$ cat src/rtl/mag_cmp_pkg.sv
package mag_cmp_pkg;
  typedef struct packed {
    logic eq;
    logic gt;
    logic lt;
  } cmp_flags_t;
endpackage

$ cat src/rtl/mag_cmp_slice.sv
module mag_cmp_slice
  import mag_cmp_pkg::*;
#(
  parameter int SW = 4
) (
  input  logic [SW-1:0] a,
  input  logic [SW-1:0] b,
  output cmp_flags_t    flags
);
  logic gt_s, lt_s;

  // scan from the most significant bit; the first differing bit decides
  always_comb begin
    logic found;
    found = 1'b0;
    gt_s  = 1'b0;
    lt_s  = 1'b0;
    for (int i = SW - 1; i >= 0; i--) begin
      if (!found && (a[i] != b[i])) begin
        gt_s  = a[i];
        lt_s  = b[i];
        found = 1'b1;
      end
    end
  end

  assign flags.gt = gt_s;
  assign flags.lt = lt_s;
  assign flags.eq = ~(gt_s | lt_s);

  // ordering-derived equality must agree with XNOR-reduction equality
  always_comb begin
    p_slice_eq_xnor_r1: assert (flags.eq == (&(a ~^ b)));
    p_slice_onehot_r7: assert ($countones({flags.eq, flags.gt, flags.lt}) == 1);
  end
endmodule

$ cat src/rtl/mag_cmp_merge.sv
module mag_cmp_merge
  import mag_cmp_pkg::*;
(
  input  cmp_flags_t hi,
  input  cmp_flags_t lo,
  output cmp_flags_t res
);
  always_comb begin
    if (hi.eq) res = lo;
    else       res = hi;
  end

  // an unequal upper slice must pass through unchanged
  always_comb begin
    if (!hi.eq) begin
      p_hi_priority_r4: assert (res.gt == hi.gt && res.lt == hi.lt && !res.eq);
    end
    if (hi.eq) begin
      p_lo_decides_r5: assert (res.gt == lo.gt && res.lt == lo.lt);
    end
  end
endmodule

$ cat src/rtl/mag_cmp_gate.sv
module mag_cmp_gate
  import mag_cmp_pkg::*;
(
  input  cmp_flags_t din,
  input  logic       oe,
  output cmp_flags_t dout
);
  assign dout = oe ? din : '0;
endmodule

$ cat src/rtl/mag_cmp8.sv
module mag_cmp8
  import mag_cmp_pkg::*;
#(
  parameter int W  = 8,
  parameter int SW = 4
) (
  input  logic [W-1:0] a_i,
  input  logic [W-1:0] b_i,
  input  logic         oe_i,
  output logic         eq_o,
  output logic         gt_o,
  output logic         lt_o
);
  localparam int NSL = W / SW;

  cmp_flags_t sl    [NSL];
  cmp_flags_t chain [NSL];
  cmp_flags_t gated;

  for (genvar g = 0; g < NSL; g++) begin : g_slice
    mag_cmp_slice #(.SW(SW)) u_slice (
      .a     (a_i[g*SW +: SW]),
      .b     (b_i[g*SW +: SW]),
      .flags (sl[g])
    );
  end

  assign chain[0] = sl[0];
  for (genvar g = 1; g < NSL; g++) begin : g_chain
    mag_cmp_merge u_merge (
      .hi  (sl[g]),
      .lo  (chain[g-1]),
      .res (chain[g])
    );
  end

  mag_cmp_gate u_gate (
    .din  (chain[NSL-1]),
    .oe   (oe_i),
    .dout (gated)
  );

  assign eq_o = gated.eq;
  assign gt_o = gated.gt;
  assign lt_o = gated.lt;

  always_comb begin
    if (!oe_i) begin
      p_oe_off_r6: assert ({eq_o, gt_o, lt_o} == 3'b000);
    end else begin
      p_onehot_r7: assert ($countones({eq_o, gt_o, lt_o}) == 1);
      p_eq_match_r1: assert (eq_o == (a_i == b_i));
    end
  end
endmodule

$ cat config.mk
export PLATFORM = sky130hd
export DESIGN_NAME = mag_cmp8
export DESIGN_NICKNAME = d
export VERILOG_FILES = /design/src/rtl/mag_cmp_pkg.sv /design/src/rtl/mag_cmp_slice.sv /design/src/rtl/mag_cmp_merge.sv /design/src/rtl/mag_cmp_gate.sv /design/src/rtl/mag_cmp8.sv
export SDC_FILE = /design/constraint.sdc
export NUM_CORES = 1
export LEC_CHECK = 0
export ABC_CLOCK_PERIOD_IN_PS = 3800
export BUFFER_PORTS_ARGS = -buffer_cell sky130_fd_sc_hd__buf_4
export CAP_MARGIN = 25
export CORE_AREA = 2 2 39 41
export DETAILED_ROUTE_END_ITERATION = 6
export DIE_AREA = 0 0 41 43
export PLACE_DENSITY = 0.7
export SETUP_SLACK_MARGIN = 0.02
export SLEW_MARGIN = 15
export SYNTH_ARGS = -nofsm -noshare
export SYNTH_HDL_FRONTEND = slang
export SYNTH_HIERARCHICAL = 1
export SYNTH_SLANG_ARGS = --single-unit
$ cat constraint.sdc
create_clock -name vclk -period 3.8
set_clock_uncertainty 0.1 [all_clocks]
set_input_delay 0.76 -clock vclk [all_inputs]
set_output_delay 0.76 -clock vclk [all_outputs]
set_load 0.1 [all_outputs]
==> results.py <==
metrics = {
    "synthesis": {
        "yosysUniqueCellTypes": 25,
        "synthesis.area_um2": 574,
        "syn_avg_cell_area_um2": 7.76,
        "synth_area_leader_cell": "nor2b_4",
        "synth.area.top_cells": "nor2b_4, ha_1, mux2_2",
        "synth_cells": 74,
        "synth_sequential_area_ratio_pct": 0,
        "syn_nets": 95,
        "yosysWarnings": 6,
        "synth_top_area_share_pct": 9.59,
    },
    "drt": {
        "drtIter0Drc": 7,
        "drc_errors": 0,
        "viasPerCell": 5.21,
        "vias": 557,
        "drtAntennaViolNets": 0,
        "routedWlPerCell_um": 10.5,
        "wl_um": 1120,
        "drt-pass1-iter-count": 4,
    },
    "final_layout": {
        "final_nets": 114,
        "drive_above_1_share_pct": 41.8,
        "antenna_cells": 0,
        "fillers": 137,
        "stdcell_area_um2": 731,
        "seq_cell_count": 0,
        "postLayoutCoreUtil_pct": 52.8,
        "multiInputGateArea_um2": 531,
        "nClkBuffers": 0,
        "ff_latch_area_um2": 0,
        "area_delta_synth_final_pct": 27.2,
    },
    "timing": {
        "tightest_slew_ns": 0.368,
        "setup_viol": 0,
        "whs_ns": 1.88,
        "rsz0062_at_grt": "false",
        "period_needed_ns": 3.63,
        "post-route-period-util_pct": 95.4,
        "tns_ns": 0,
        "timing.final.max_slew_violations": 0,
        "final_hold_viol_count": 0,
        "max_freq_ghz": 0.276,
        "maxSlewHeadroom_pct": 75.4,
    },
    "cts": {
        "cts_hold_buf": 0,
        "postCtsSetupBuffers": 0,
        "cts-resized-gates": 0,
    },
    "floorplan": {
        "dieArea_um2": 1760,
        "num_io_pins": 20,
        "die_w_um": 41,
        "die_height_um": 43,
        "num_rows": 14,
        "coreArea_um2": 1380,
        "start_util_pct": 41.5,
    },
    "critical_path": {
        "crit_chain": "buf_4, inv_1, ha_2, mux2_2, nor4b_1, buf_4, mux2_2, and2_1, buf_4",
        "end_kind": "primary output",
        "critPathLaunchType": "input port",
        "critPathSlowestCell": "mux2_2",
        "crit_required_ns": 2.94,
        "cpMostUsedCell": "buf_4",
        "cp_data_arrival_time_ns": 2.77,
        "path_buf_inv": 4,
        "critPathMaxFanout": 6,
        "max_stage_delay_ns": 0.38,
        "crit_family": "multiplexers",
        "worstSetupPathType": "input port to primary output",
    },
    "power_and_ir_drop": {
        "irDropWorstVdd_mv": 0.0639,
        "p_leak_nw": 0.333,
        "p_per_area_nw_per_um2": 174,
    },
    "global_route": {
        "grt_pass1_vias": 473,
        "grt_first_pass_wirelength_um": 1920,
        "antenna_found_initial": 0,
        "grt_overflow": 0,
        "grt_max_degree": 7,
        "gr-usage-all-layers_pct": 14.0,
    },
    "place": {
        "io_buffers": 20,
        "place.gp.congestion": 0.774,
        "hpwl_um": 954,
        "placed_area_um2": 722,
    },
    "flow_run": {
        "cap_violations": 0,
    },
    "min_path": {
        "worstHoldPathType": "input port to primary output",
    },
    "outcome": {
        "status": "finished, final reports clean",
    },
}
cell usage after synthesis, drive strengths merged, types with 4 or more instances:
cell,instances
nor2b,8
and2,6
inv,6
nand2,6
buf,4
ha,4
mux2,4
nor2,4
nor4b,4
o21ai,4
xor2,4
report_power, final:
| group | total (W) | leakage, nW | internal, W | switching [W] |
|---|---|---|---|---|
| clock | 0 | 0 | 0 | 0 |
| combinational | 0.000127 | 0.333 | 0.0000572 | 0.0000699 |
| sequential | 0 | 0 | 0 | 0 |
layout make-up:
type | instances | area share, %
inverter | 6 | 3.08
tap | 16 | 2.74
timing repair buffer | 21 | 21.6
multi-input combinational | 64 | 72.6
cell families after synthesis:
family | Yosys count | synth area share [%]
and+or+nand+nor | 32 | 40.3
muxes | 6 | 11.3
adders and majority gates | 6 | 12.6
xor gates and xnor gates | 4 | 6.10
AOI/OAI and AO/OA | 16 | 20.5
buffers and inverters | 10 | 9.15
routing by layer:
metal  GRT usage (%)  part of all wire, %
met1            21.2                   47
met4               0                    0
met3               0                  3.1
met2            22.8                   50
met5               0                    0
through the flow:
step	instances	setup WS, ns	total power, W
detailed placement	107	0.152	0.000125
finish	107	0.173	0.000127
global placement	107	0.165	0.000124
floorplan	74	0.0346	0.0000976
CTS	107	0.149	0.000126
global route	107	0.0376	0.000138
cells in the final DEF (no fill, tap or decap):
master,instances
mux2i_1,2
nor2_1,4
nor2b_4,4
and2_2,1
a22o_1,2
nand2_1,6
maj3_2,2
and2_1,5
o22ai_1,2
nor2b_1,4
a311oi_2,1
o21ai_1,2
ha_1,3
xor2_1,4
a311oi_1,1
ha_2,1
a31oi_1,2
mux2_2,4
o21bai_2,2
a211oi_1,2
nor4b_2,2
buf_4,21
nand3b_1,2
o21ai_0,2
nand2b_1,2
nor4b_1,2
inv_1,6
final timing paths:
| kind | slack [ns] | to | startpoint | depth (start not counted) |
|---|---|---|---|---|
| setup / recovery | 0.17 | gt_o | a_i[7] | 9 |
| hold / removal | 1.88 | gt_o | oe_i | 3 |
(Power assumes the default switching activity.)
